**config.mk**
```make
export PLATFORM = sky130hd
export DESIGN_NAME = ind_addr_map
export DESIGN_NICKNAME = d
export VERILOG_FILES = /design/src/rtl/iam_pkg.sv /design/src/rtl/iam_lin_div.sv /design/src/rtl/iam_classify.sv /design/src/rtl/iam_pipe.sv /design/src/rtl/ind_addr_map.sv
export SDC_FILE = /design/constraint.sdc
export NUM_CORES = 1
export LEC_CHECK = 0
export CAP_MARGIN = 40
export CORE_MARGIN = 10
export CORE_UTILIZATION = 40
export DETAILED_ROUTE_END_ITERATION = 6
export DONT_BUFFER_PORTS = 1
export GPL_ROUTABILITY_DRIVEN = 0
export HOLD_SLACK_MARGIN = 0.12
export RECOVER_POWER = 50
export SLEW_MARGIN = 20
export SYNTH_ARGS = -nofsm -noshare
export SYNTH_HDL_FRONTEND = slang
export SYNTH_HIERARCHICAL = 1
export SYNTH_SLANG_ARGS = --single-unit
```
**constraint.sdc**
```tcl
create_clock -name clk -period 1.87 [get_ports clk]
set_input_delay 0.561 -clock clk [delete_from_list [all_inputs] [get_ports clk]]
set_output_delay 0.561 -clock clk [all_outputs]
set_load 0.03 [all_outputs]
```
**src/rtl/iam_pkg.sv**
```systemverilog
package iam_pkg;
   localparam int PTR_W  = 16;
   localparam int BANK_W = 5;
   localparam int OFS_W  = 7;
   localparam int PROG_W = PTR_W - 1;

   typedef enum logic [1:0] {
      RG_CORE   = 2'd0,
      RG_PERIPH = 2'd1,
      RG_GPR    = 2'd2,
      RG_COMMON = 2'd3
   } rgn_e;

   typedef struct packed {
      logic              sel_data;
      logic              sel_prog;
      logic              invalid;
      logic [BANK_W-1:0] bank;
      logic [OFS_W-1:0]  ofs;
      logic [PROG_W-1:0] prog;
      rgn_e              rgn;
   } dec_t;
endpackage

```
**src/rtl/iam_lin_div.sv**
```systemverilog
// Divides a linear byte index by the general-RAM slice size.
// DIV_IMPL = 0: restoring shift-subtract chain (any slice size).
// DIV_IMPL = 1: reciprocal multiply, valid only for a slice of 80.
module iam_lin_div #(
   parameter int LW       = 12,
   parameter int QW       = 5,
   parameter int RW       = 7,
   parameter int SLICE    = 80,
   parameter int DIV_IMPL = 0
) (
   input  logic [LW-1:0] lin,
   output logic [QW-1:0] quo,
   output logic [RW-1:0] rem
);
   localparam int DW = LW + 1;

   if (SLICE < 2) begin : g_chk_slice
      $error("iam_lin_div: SLICE must be at least 2");
   end

   if (DIV_IMPL == 0) begin : g_restoring
      logic [DW-1:0] part [QW+1];
      logic [QW-1:0] qbit;
      assign part[QW] = DW'(lin);
      for (genvar k = QW - 1; k >= 0; k--) begin : g_stage
         localparam logic [DW-1:0] STEP = DW'(SLICE * (1 << k));
         always_comb begin
            if (part[k+1] >= STEP) begin
               qbit[k] = 1'b1;
               part[k] = part[k+1] - STEP;
            end else begin
               qbit[k] = 1'b0;
               part[k] = part[k+1];
            end
         end
      end
      assign quo = qbit;
      assign rem = RW'(part[0]);
   end else begin : g_recip
      if (SLICE != 80 || LW != 12 || QW != 5 || RW != 7) begin : g_chk_recip
         $error("iam_lin_div: reciprocal variant needs SLICE 80, LW 12, QW 5, RW 7");
      end
      // lin / 80 = (lin >> 4) / 5 ; (h * 205) >> 10 is exact for h < 160
      logic [7:0]  hi;
      logic [15:0] prod;
      logic [2:0]  r5;
      assign hi   = lin[11:4];
      assign prod = 16'(hi) * 16'd205;
      assign quo  = 5'(prod >> 10);
      assign r5   = 3'(hi - ({3'b000, quo} * 8'd5));
      assign rem  = {r5, lin[3:0]};
   end
endmodule

```
**src/rtl/iam_classify.sv**
```systemverilog
module iam_classify
   import iam_pkg::*;
#(
   parameter int BANKED_END  = 'h0FFF,
   parameter int LIN_BASE    = 'h2000,
   parameter int LIN_END     = 'h29FF,
   parameter int CORE_END    = 'h0C,
   parameter int GPR_BASE    = 'h20,
   parameter int GPR_SIZE    = 80,
   parameter int COMMON_BASE = 'h70,
   parameter int DIV_IMPL    = 0
) (
   input  logic [PTR_W-1:0] ptr,
   output dec_t             dec
);
   localparam int LSPAN = LIN_END - LIN_BASE + 1;
   localparam int LW    = $clog2(LSPAN);
   localparam int RW    = $clog2(GPR_SIZE);

   logic              top_bit, in_bank, in_lin;
   logic [LW-1:0]     lin;
   logic [BANK_W-1:0] lin_bank;
   logic [RW-1:0]     lin_rem;
   logic [OFS_W-1:0]  ofs_sel;

   assign top_bit = ptr[PTR_W-1];
   assign in_bank = !top_bit && (ptr <= PTR_W'(BANKED_END));
   assign in_lin  = !top_bit && (ptr >= PTR_W'(LIN_BASE)) && (ptr <= PTR_W'(LIN_END));
   assign lin     = LW'(ptr - PTR_W'(LIN_BASE));

   iam_lin_div #(
      .LW(LW), .QW(BANK_W), .RW(RW), .SLICE(GPR_SIZE), .DIV_IMPL(DIV_IMPL)
   ) u_div (
      .lin(lin),
      .quo(lin_bank),
      .rem(lin_rem)
   );

   always_comb begin
      dec          = '0;
      ofs_sel      = '0;
      dec.sel_prog = top_bit;
      if (top_bit) begin
         dec.prog = ptr[PROG_W-1:0];
      end else if (in_bank) begin
         dec.sel_data = 1'b1;
         dec.bank     = ptr[OFS_W +: BANK_W];
         ofs_sel      = ptr[OFS_W-1:0];
      end else if (in_lin) begin
         dec.sel_data = 1'b1;
         dec.bank     = lin_bank;
         ofs_sel      = OFS_W'(GPR_BASE) + OFS_W'(lin_rem);
      end else begin
         dec.invalid  = 1'b1;
      end
      dec.ofs = ofs_sel;
      if (ofs_sel < OFS_W'(CORE_END))         dec.rgn = RG_CORE;
      else if (ofs_sel < OFS_W'(GPR_BASE))    dec.rgn = RG_PERIPH;
      else if (ofs_sel < OFS_W'(COMMON_BASE)) dec.rgn = RG_GPR;
      else                                    dec.rgn = RG_COMMON;
   end
endmodule

```
**src/rtl/iam_pipe.sv**
```systemverilog
module iam_pipe #(
   parameter int W = 8
) (
   input  logic         clk,
   input  logic         rst_n,
   input  logic         en,
   input  logic [W-1:0] d,
   output logic [W-1:0] q
);
   if (W < 1) begin : g_chk_w
      $error("iam_pipe: W must be positive");
   end

   always_ff @(posedge clk or negedge rst_n) begin
      if (!rst_n)  q <= '0;
      else if (en) q <= d;
   end
endmodule

```
**src/rtl/ind_addr_map.sv**
```systemverilog
module ind_addr_map
   import iam_pkg::*;
#(
   parameter int BANKED_END  = 'h0FFF,
   parameter int LIN_BASE    = 'h2000,
   parameter int LIN_END     = 'h29FF,
   parameter int CORE_END    = 'h0C,
   parameter int GPR_BASE    = 'h20,
   parameter int GPR_SIZE    = 80,
   parameter int COMMON_BASE = 'h70,
   parameter int DIV_IMPL    = 0
) (
   input  logic        clk,
   input  logic        rst_n,
   input  logic        req,
   input  logic        wr,
   input  logic [15:0] ptr,
   output logic        out_vld,
   output logic [4:0]  bank_o,
   output logic [6:0]  ofs_o,
   output logic [14:0] prog_o,
   output logic [1:0]  rgn_o,
   output logic        sel_data_o,
   output logic        sel_prog_o,
   output logic        invalid_o,
   output logic        wr_ok_o,
   output logic        rd_zero_o
);
   localparam int DEC_W = $bits(dec_t);
   localparam int LSPAN = LIN_END - LIN_BASE + 1;

   if (GPR_BASE + GPR_SIZE != COMMON_BASE) begin : g_chk_layout
      $error("ind_addr_map: general RAM must end where shared memory starts");
   end
   if (LSPAN > GPR_SIZE * (1 << BANK_W)) begin : g_chk_span
      $error("ind_addr_map: linear window larger than all general RAM");
   end
   if (LIN_BASE <= BANKED_END) begin : g_chk_order
      $error("ind_addr_map: linear window overlaps banked window");
   end

   dec_t dec_d, dec_q;
   logic wr_q, vld_q;

   iam_classify #(
      .BANKED_END(BANKED_END), .LIN_BASE(LIN_BASE), .LIN_END(LIN_END),
      .CORE_END(CORE_END), .GPR_BASE(GPR_BASE), .GPR_SIZE(GPR_SIZE),
      .COMMON_BASE(COMMON_BASE), .DIV_IMPL(DIV_IMPL)
   ) u_cls (
      .ptr(ptr),
      .dec(dec_d)
   );

   iam_pipe #(.W(DEC_W + 1)) u_fields (
      .clk(clk), .rst_n(rst_n), .en(req),
      .d({dec_d, wr}), .q({dec_q, wr_q})
   );

   iam_pipe #(.W(1)) u_vld (
      .clk(clk), .rst_n(rst_n), .en(1'b1), .d(req), .q(vld_q)
   );

   assign out_vld    = vld_q;
   assign bank_o     = dec_q.bank;
   assign ofs_o      = dec_q.ofs;
   assign prog_o     = dec_q.prog;
   assign rgn_o      = dec_q.rgn;
   assign sel_data_o = dec_q.sel_data;
   assign sel_prog_o = dec_q.sel_prog;
   assign invalid_o  = dec_q.invalid;
   assign wr_ok_o    = vld_q && wr_q && !dec_q.invalid;
   assign rd_zero_o  = vld_q && !wr_q && dec_q.invalid;

   // a request yields a valid pulse on the next cycle only
   a_r2_vld_after_req: assert property (@(posedge clk) disable iff (!rst_n)
      req |=> out_vld);
   a_r2_no_spurious_vld: assert property (@(posedge clk) disable iff (!rst_n)
      !req |=> !out_vld);
   // one target kind per valid result
   a_r10_one_target: assert property (@(posedge clk) disable iff (!rst_n)
      out_vld |-> $countones({sel_data_o, sel_prog_o, invalid_o}) == 1);
   // writes never pass on a reserved target
   a_r8_wr_blocked: assert property (@(posedge clk) disable iff (!rst_n)
      wr_ok_o |-> (out_vld && !invalid_o));
   // read-as-zero only on reserved targets
   a_r9_rd_zero: assert property (@(posedge clk) disable iff (!rst_n)
      rd_zero_o |-> (out_vld && invalid_o && !sel_data_o));
   // fields hold without a request
   a_r11_hold: assert property (@(posedge clk) disable iff (!rst_n)
      !req |=> ($stable(bank_o) && $stable(ofs_o) && $stable(prog_o)));
   // reserved result carries no address
   a_r7_zero_addr: assert property (@(posedge clk) disable iff (!rst_n)
      invalid_o |-> (bank_o == '0 && ofs_o == '0 && prog_o == '0));
endmodule

```
[Word level (Yosys, flattened, before mapping)]
Index checks and enable logic that the tools add are counted.
Operators by class
  order comparisons: 11
  $add $sub $neg: 7
  muxes and demuxes: 25
  reductions and logical operators: 10
Operators with widths (number)
  $mux 13: 4
  $mux 7: 4
  $ge 16x14->1 const B: 1
  $le 16x12->1 const B: 1
  $le 16x14->1 const B: 1
  $mux 15: 1
  $ge 13x10->1 const B: 1
  $ge 13x7->1 const B: 1
  $ge 13x8->1 const B: 1
  $ge 13x9->1 const B: 1
  $sub 12x11->13 const B: 1
  $sub 13x10->13 const B: 1
  $sub 13x8->13 const B: 1
  $sub 13x9->13 const B: 1
  $ge 12x11->1 const B: 1
  $sub 12x1->12 const B: 1
  $mux 1: 11
  $mux 5: 2
  $add 6x7->7 const A: 1
  $logic_and 1x1->1: 7
  $lt 7x4->1 const B: 1
  $lt 7x6->1 const B: 1
  $lt 7x7->1 const B: 1
  $sub 7x7->7 const B: 1
  other kinds (3): 6
Storage, ports and cells
  logic and storage cells: 55
  register bits after elaboration: 34
  input bits: 20

[Depth between registers and ports, before layout]
Gate-level depths: netlist (run 1).
  depth after elaboration: 19
  gate-level depth with buffers: 24
  gate-level depth less buffers: 21

[Hierarchy]
The synthesis (run 1) kept the hierarchy.
By module, submodules not included
  iam_pipe at u_fields: instances 1, seq. area each 825.8 um2, cells each 70, area an instance 1381.3 um2
  iam_lin_div: instances 1, seq. area each 0.0 um2, cells each 170, area an instance 1206.2 um2
  iam_classify: instances 1, seq. area each 0.0 um2, cells each 60, area an instance 452.9 um2
  iam_pipe at u_vld: instances 1, seq. area each 25.0 um2, cells each 2, area an instance 40.0 um2
  ind_addr_map: instances 1, seq. area each 0.0 um2, cells each 3, area an instance 21.3 um2

[Worst setup path after synthesis (run 1)]
Ideal clock, no wire load.
  kind: input-to-reg
  start: input port ptr[8]
  end: register u_fields.q[1]
  cell stages on the path: 21
  data required time: 1.745 ns
  buffers on the path: 1
  arrival: 4.692 ns
  library setup time: 0.125 ns
  slack: -2.947 ns
  path through: buf_2 -> inv_1 -> ha_1 -> inv_1 -> o41ai_1 -> nor4_4 -> xnor2_2 -> ha_1 -> inv_1 -> and3_1 -> mux2i_1 -> a22o_1 -> mux2_2 -> a211oi_1 -> mux2i_1 -> o211ai_1 -> nand2_1 -> a31oi_1 -> o2111a_1 -> a221o_1 -> mux2_4
RTL lines
  start: declaration: line ind_addr_map.sv:17  | input logic [15:0] ptr,
  end signal: assignment: line iam_pipe.sv:15  | if (!rst_n) q <= '0;
  end signal: assignment: line iam_pipe.sv:16  | else if (en) q <= d;
  end: declaration: line iam_pipe.sv:8  | output logic [W-1:0] q

==> results.md, run 1 <==
* Yosys reg bits at 34
* Clock sinks at 34
* Root Buffer: clkbuf_8
* Setup TNS at -13900 ps
* Total GRT Usage at 0.132
* EDFF count, synth at 0
* Yosys warning count at 6
* DRT iter0 DRCs at 160
* Post-Syn Area at a little over 3000 um^2
* LEAKAGE at 1.70 nW
* Grt total ovfl at 0
* CTS Buffer Depth at 2
* Port Buffer Count at 0
* Status: finished with violations
* Hold_sp: ptr[15]
* Highest clock rate at about 250 MHz
* I/O pin count at 55
* Area Overhead vs Synth at 21.5%
* Hold Path Stages at 1
* Kind of critical path: in -> reg
* Critical Path RT at 2030 ps
* Worst Setup End Kind: flop
* Detailed placer's ending HPWL at approximately 6.1 mm
* Worst EP arrival at approximately 4200 ps
* Worst vdd ir at roughly 0.00025 V
* Crit-path max FO at 21
* Layout cells sized above 1 at 0.443
* Hold Path End: u_fields/q[31]
* Final core occ at 0.493
* Area of the core at approximately 7600 um^2
* Count of pins over their slew limit at 0
* Global-route wire length before repair at 12.8 mm
* Power density cells at between 600 and 700 nW/um^2
* Mapped Nets at 327
* Initial core utilization at 0.406
* Worst Tran Pin Value at 835 ps
* Family with the most delay on the worst path: compound AO/OA/AOI/OAI gates
* Normalized max-slew margin at 0.443
* Final hold viol count at 0
* Routed WL at 8.09 mm
* Hold WS at about 420 ps
* Crit path buf inv count at 1
* Worst-skew pair later-pin latency at between 200 and 300 ps
* ANT cells at 0
* Reg2reg start: u_fields/q[14]
* Crit-path cells: or3b_4, a211oi_4, a21oi_2, nor4_4, xnor2_2, ha_2, inv_2, and3_1, mux2i_1, a22o_1, mux2_4, a211oi_2, mux2i_1, o211ai_1, nand2_1, a31oi_2, o2111a_1, a221o_1, mux2_4
* Post-synth cell types at 84
* Tcrit/Tclk final at 2.15
* RSZ-0062 raised after global routing: yes
* Wire per inst at approximately 18 um
* Ys async rst share at 1.00
* Final ANT Viol Nets at 0
* Layout Nets at 380
* Crit path max-delay cell type: or3b_4
* Min Tclk post-route at roughly 4000 ps
* Main flop type after synthesis: dfrtp_1
* CP peak stage delay at 410 ps
* Hold WC Path Type: in -> reg
* Die Width at about 110 um
* Failing checks: setup timing
* Avg Synthesized Cell Area at about 10 um^2
* DR DRC count at 0
* CTS Buf Count at 5
* Antenna violations before repair at 0
* Crit start category: primary input
* FF-to-FF setup slack at roughly 910 ps
* Most frequent cells in the layout: 67 x buf_4, 34 x dfrtp_1, 22 x mux2_4, 16 x and2_1, 14 x nand2_1
* TritonCTS clock tree: done
* Clock skew at 0 ps
* Post-Synthesis Cells at 305
* Num rows at 32
* Initial DRT Pass Iterations at 4
* Vias at 2618
* Total Die Area at 11700 um^2
* Commonest non-fill, non-tap cell in the layout: buf_4
* DR vias/cell at roughly 5.7
* Max cap viols at 0
* Register area share after synthesis at 0.274
* Die Y at about 110 um
* Vias in the first global route at approximately 2500
* Clock transition at path regs at ~60 ps
* Worst reg2reg path depth at 1
* Final WS setup at -2150 ps
* RR Endpoint: u_fields/q[14]
* Setup-failing EPs final at 9
* Pin count of the biggest net entering global routing at 35
* Htree depth at 2
-- per-stage QoR --
step                      total power [mW]  setup WS [ps]  cell area [um^2]  cells
final                                 2.56          -2150              3770    461
after global routing                  2.70          -2320              3770    461
after CTS                             2.55          -2150              3750    457
after detailed placement              1.93          -2460              3550    442
after global placement                1.92          -2380              3550    442
after floorplan                       1.68          -2630              3210    305
-- flip-flops by register name, indices dropped and copies added, names as in the netlist --
signal,count
u_fields/q,33
u_vld/q,1
-- area by class of cell --
type	count	area, um^2
fillers	692	3880
inverters	14	65.1
flip-flops and latches	34	851
clock buffers	7	86.3
clock inverters	1	5.00
well taps	102	128
multi-input cells	230	2070
repair buffers	73	563
-- cell families after synthesis --
logic type | after synthesis | share of synthesized area
flops | 34 | 0.274
fa+ha+maj | 4 | 0.0145
xor+xnor | 6 | 0.0194
mux | 43 | 0.192
compound gates | 89 | 0.233
buf+inv | 41 | 0.0871
simple gates | 87 | 0.179
other cells | 1 | 0.00121
-- how the worst max path moves through the flow --
stage / cells past startpoint / slack [ps] / start / endpoint
floorplan: 23 / -2630 / ptr[8] / u_fields/q[1]
global placement: 18 / -2380 / ptr[9] / u_fields/q[1]
detailed placement: 19 / -2460 / ptr[8] / u_fields/q[1]
CTS: 19 / -2150 / ptr[8] / u_fields/q[1]
global route: 17 / -2320 / ptr[11] / u_fields/q[1]
finish: 19 / -2150 / ptr[8] / u_fields/q[1]
-- synthesized netlist by cell type, drive strengths merged, types with 5 or more instances --
| master | n | share of area |
|---|---|---|
| a22o | 11 | 0.035 |
| mux2 | 39 | 0.18 |
| nand2 | 16 | 0.019 |
| o21ai | 12 | 0.022 |
| nor3 | 8 | 0.016 |
| o211ai | 5 | 0.012 |
| nand3 | 5 | 0.0081 |
| a211oi | 6 | 0.020 |
| and2 | 18 | 0.037 |
| o21a | 5 | 0.012 |
| nor2 | 10 | 0.013 |
| buf | 21 | 0.063 |
| clkbuf | 6 | 0.0073 |
| a21oi | 14 | 0.024 |
| inv | 14 | 0.017 |
| dfrtp | 34 | 0.27 |
-- routing by layer --
| layer | vias to the layer above | wire (um) | global-route usage |
|---|---|---|---|
| met3 | 14 | 622 | 0.0309 |
| met2 | 88 | 3910 | 0.216 |
| met1 | 1267 | 3390 | 0.164 |
| met5 | - | 0 | 0 |
| met4 | 0 | 158 | 0.0477 |
| li1 | 1249 | - | - |
-- repair_timing --
| action | 4_1_cts | 5_1_grt |
|---|---|---|
| gates resized for setup | 12 | 10 |
| setup buffers | 8 | 5 |
| endpoints found under the hold margin | 34 | 0 |
| pin swaps | 15 | 12 |
| hold buffers | 2 | 0 |
| setup endpoints to repair | 9 | 9 |
-- power breakdown --
| part | switching [mW] | internal, mW | leakage, nW |
|---|---|---|---|
| sequential | 0.142 | 0.787 | 0.447 |
| combinational | 0.490 | 0.598 | 1.20 |
| clock | 0.248 | 0.297 | 0.0482 |
| total | 0.880 | 1.68 | 1.70 |
Power figures use the tool's default switching activity.
==> run 2, diff against run 1 <==
--- a/config.mk
+++ b/config.mk
@@ -7,7 +7,7 @@
 export LEC_CHECK = 0
 export CAP_MARGIN = 40
 export CORE_MARGIN = 10
-export CORE_UTILIZATION = 40
+export CORE_UTILIZATION = 35
 export DETAILED_ROUTE_END_ITERATION = 6
 export DONT_BUFFER_PORTS = 1
 export GPL_ROUTABILITY_DRIVEN = 0
==> results.md, run 2 (same netlist as run 1, synthesis figures left out) <==
* Status: finished with violations
* Failing checks: setup timing
* Pin count of the biggest net entering global routing at 35 (unchanged)
* Area Overhead vs Synth at 32.7%
* Combinational Power Share at 0.468 (+0.043)
* Global-route wire length before repair at 14.8 mm (+16%)
* Vias in the first global route at 2812 (+12%)
* Area of the core at 8680 um^2 (+13%)
* Crit-path max FO at 21 (unchanged)
* Hold_sp: ptr[15]
* Tcrit/Tclk final at 2.18 (+0.0254)
* Die Y at 114 um (+5.6%)
* DR vias/cell at 5.62 (-1.1%)
* TritonCTS clock tree: done
* Critical Path RT at 2040 ps (about the same)
* Power Internal at 1.82 mW (+8.2%)
* Clock skew at 0 ps (unchanged)
* Commonest non-fill, non-tap cell in the layout: buf_4
* Layout Nets at 400 (+5.3%)
* CP peak stage delay at 330 ps (-80 ps)
* Sw Share at 0.355 (+0.0112)
* Vias at 2735 (+4.5%)
* Root Buffer: clkbuf_8
* Total GRT Usage at 0.138 (+0.00612)
* Total Die Area at 13000 um^2 (+12%)
* Count of pins over their slew limit at 0 (unchanged)
* FF-to-FF setup slack at 920 ps (about the same)
* CTS Buf Count at 5 (unchanged)
* Layout cells sized above 1 at 0.512 (+0.0690)
* Critical path depth in cells at 21 (+2)
* Final WS setup at -2200 ps (-47.5 ps)
* RSZ-0062 raised after global routing: yes
* Highest clock rate at 246 MHz (-1.2%)
* Clock sinks at 34 (unchanged)
* ANT cells at 0 (unchanged)
* Power density cells at 685 nW/um^2 (+0.86%)
* Detailed placer's ending HPWL at 6.35 mm (+4.3%)
* Die Width at 114 um (+5.6%)
* Min Tclk post-route at 4070 ps (+47.5 ps)
* Biggest regs: u_fields/q: 33 flops, u_vld/q: 1 flops
* Seq pwr share at 0.327 (-0.036)
* Worst EP arrival at 4240 ps (+60 ps)
* Clock transition at path regs at 70 ps (about the same)
* CTS Buffer Depth at 2 (unchanged)
* Num rows at 34 (+6.3%)
* Worst-skew pair later-pin latency at 280 ps (about the same)
* Hold Path Stages at 1 (unchanged)
* Hold WC Path Type: in -> reg
* Max cap viols at 0 (unchanged)
* Most frequent cells in the layout: 73 x buf_4, 34 x dfrtp_1, 21 x mux2_4, 18 x buf_6, 16 x and2_1
* Initial DRT Pass Iterations at 4 (unchanged)
* Kind of critical path: in -> reg
* Normalized max-slew margin at 0.450 (+0.00689)
* Initial core utilization at 0.357 (-0.0482)
* Family with the most delay on the worst path: compound AO/OA/AOI/OAI gates
* FILL cells at 791 (+14%)
* LEAKAGE at 1.84 nW (+8.3%)
* Crit-path cells: inv_12, ha_4, nand3b_1, o311a_1, a21oi_2, nor4_4, xnor2_2, ha_2, inv_2, and3_4, mux2i_2, a22o_1, mux2_4, a211oi_4, mux2i_2, o211ai_1, nand2_1, a31oi_2, o2111a_1, a221o_1, mux2_4
* Worst vdd ir at 0.000345 V (+39%)
* DRT iter0 DRCs at 177 (+11%)
* Worst Setup End Kind: flop
* Hold WS at 408 ps (-16.4 ps)
* Final ANT Viol Nets at 0 (unchanged)
* Worst Tran Pin Value at 825 ps (-10.3 ps)
* Final core occ at 0.474 (-0.0186)
* Wire per inst at 18.8 um (+7.1%)
* Crit path buf inv count at 2 (+1)
* Worst reg2reg path depth at 1 (unchanged)
* Port Buffer Count at 0 (unchanged)
* Max reg flops at 33 (unchanged)
* Antenna violations before repair at 0 (unchanged)
* RR Endpoint: u_fields/q[11]
* Htree depth at 2 (unchanged)
* Largest Register: u_fields/q
* Crit start category: primary input
* I/O pin count at 55 (unchanged)
* DR DRC count at 0 (unchanged)
* Clock share of power at 0.205 (-0.008)
* Grt total ovfl at 0 (unchanged)
* Routed WL at 9.15 mm (+13%)
* Crit path max-delay cell type: nor4_4
* Reg2reg start: u_fields/q[11]
* Hold Path End: u_fields/q[31]
* Setup-failing EPs final at 9 (unchanged)
* Switching Power at 1.00 mW (+14%)
* Setup WS pre-CTS at -2550 ps (-88.2 ps)
* Final hold viol count at 0 (unchanged)
-- run 2: how the worst max path moves through the flow --
| stage | start | endpoint |
|---|---|---|
| detailed placement | ptr[9] | u_fields/q[1] |
| CTS | ptr[8] | u_fields/q[1] |
| finish | ptr[8] | u_fields/q[1] |
| global route | ptr[8] | u_fields/q[1] |
| floorplan | ptr[8] | u_fields/q[1] |
| global placement | ptr[9] | u_fields/q[1] |
-- run 2: cell type report --
| type | count | area [um^2] | share of cell area |
|---|---|---|---|
| Clock buffer | 6 | 82.6 | 0.0201 |
| Clock inverter | 2 | 12.5 | 0.00304 |
| Inverter | 14 | 78.8 | 0.0191 |
| Multi-Input combinational cell | 230 | 2190 | 0.532 |
| Sequential cell | 34 | 851 | 0.207 |
| Tap cell | 108 | 135 | 0.0328 |
| Timing Repair Buffer | 93 | 766 | 0.186 |
-- run 2: metal layers --
metal	track usage	vias to the layer above	wire length (um)
met5	0	-	0
met4	0.0585	0	233
met3	0.0267	18	668
met2	0.232	93	4430
met1	0.167	1338	3810
li1	-	1286	-
-- run 2: power by group through the flow --
stage | Sequential, mW | Clock, mW | Combinational [mW]
after floorplan | 0.932 | 0 | 0.747
after global placement | 0.940 | 0 | 0.993
after detailed placement | 0.941 | 0 | 1.00
after CTS | 0.927 | 0.595 | 1.30
after global routing | 0.930 | 0.613 | 1.41
final | 0.923 | 0.578 | 1.32
-- run 2: repair_timing --
item	CTS	global route
pin swaps	14	15
hold buffers	2	0
setup endpoints to repair	9	9
buffers inserted	30	12
endpoints found under the hold margin	34	0
gates resized for setup	53	24
-- run 2: per-stage QoR --
| stage | TNS (ps) | cell area, um^2 | power, mW | std cells |
|---|---|---|---|---|
| finish | -14710 | 4120 | 2.82 | 487 |
| global route | -15740 | 4120 | 2.96 | 487 |
| CTS | -15230 | 4160 | 2.82 | 491 |
| detailed placement | -17080 | 3580 | 1.95 | 451 |
| global placement | -16630 | 3580 | 1.93 | 451 |
| floorplan | -16910 | 3210 | 1.68 | 305 |
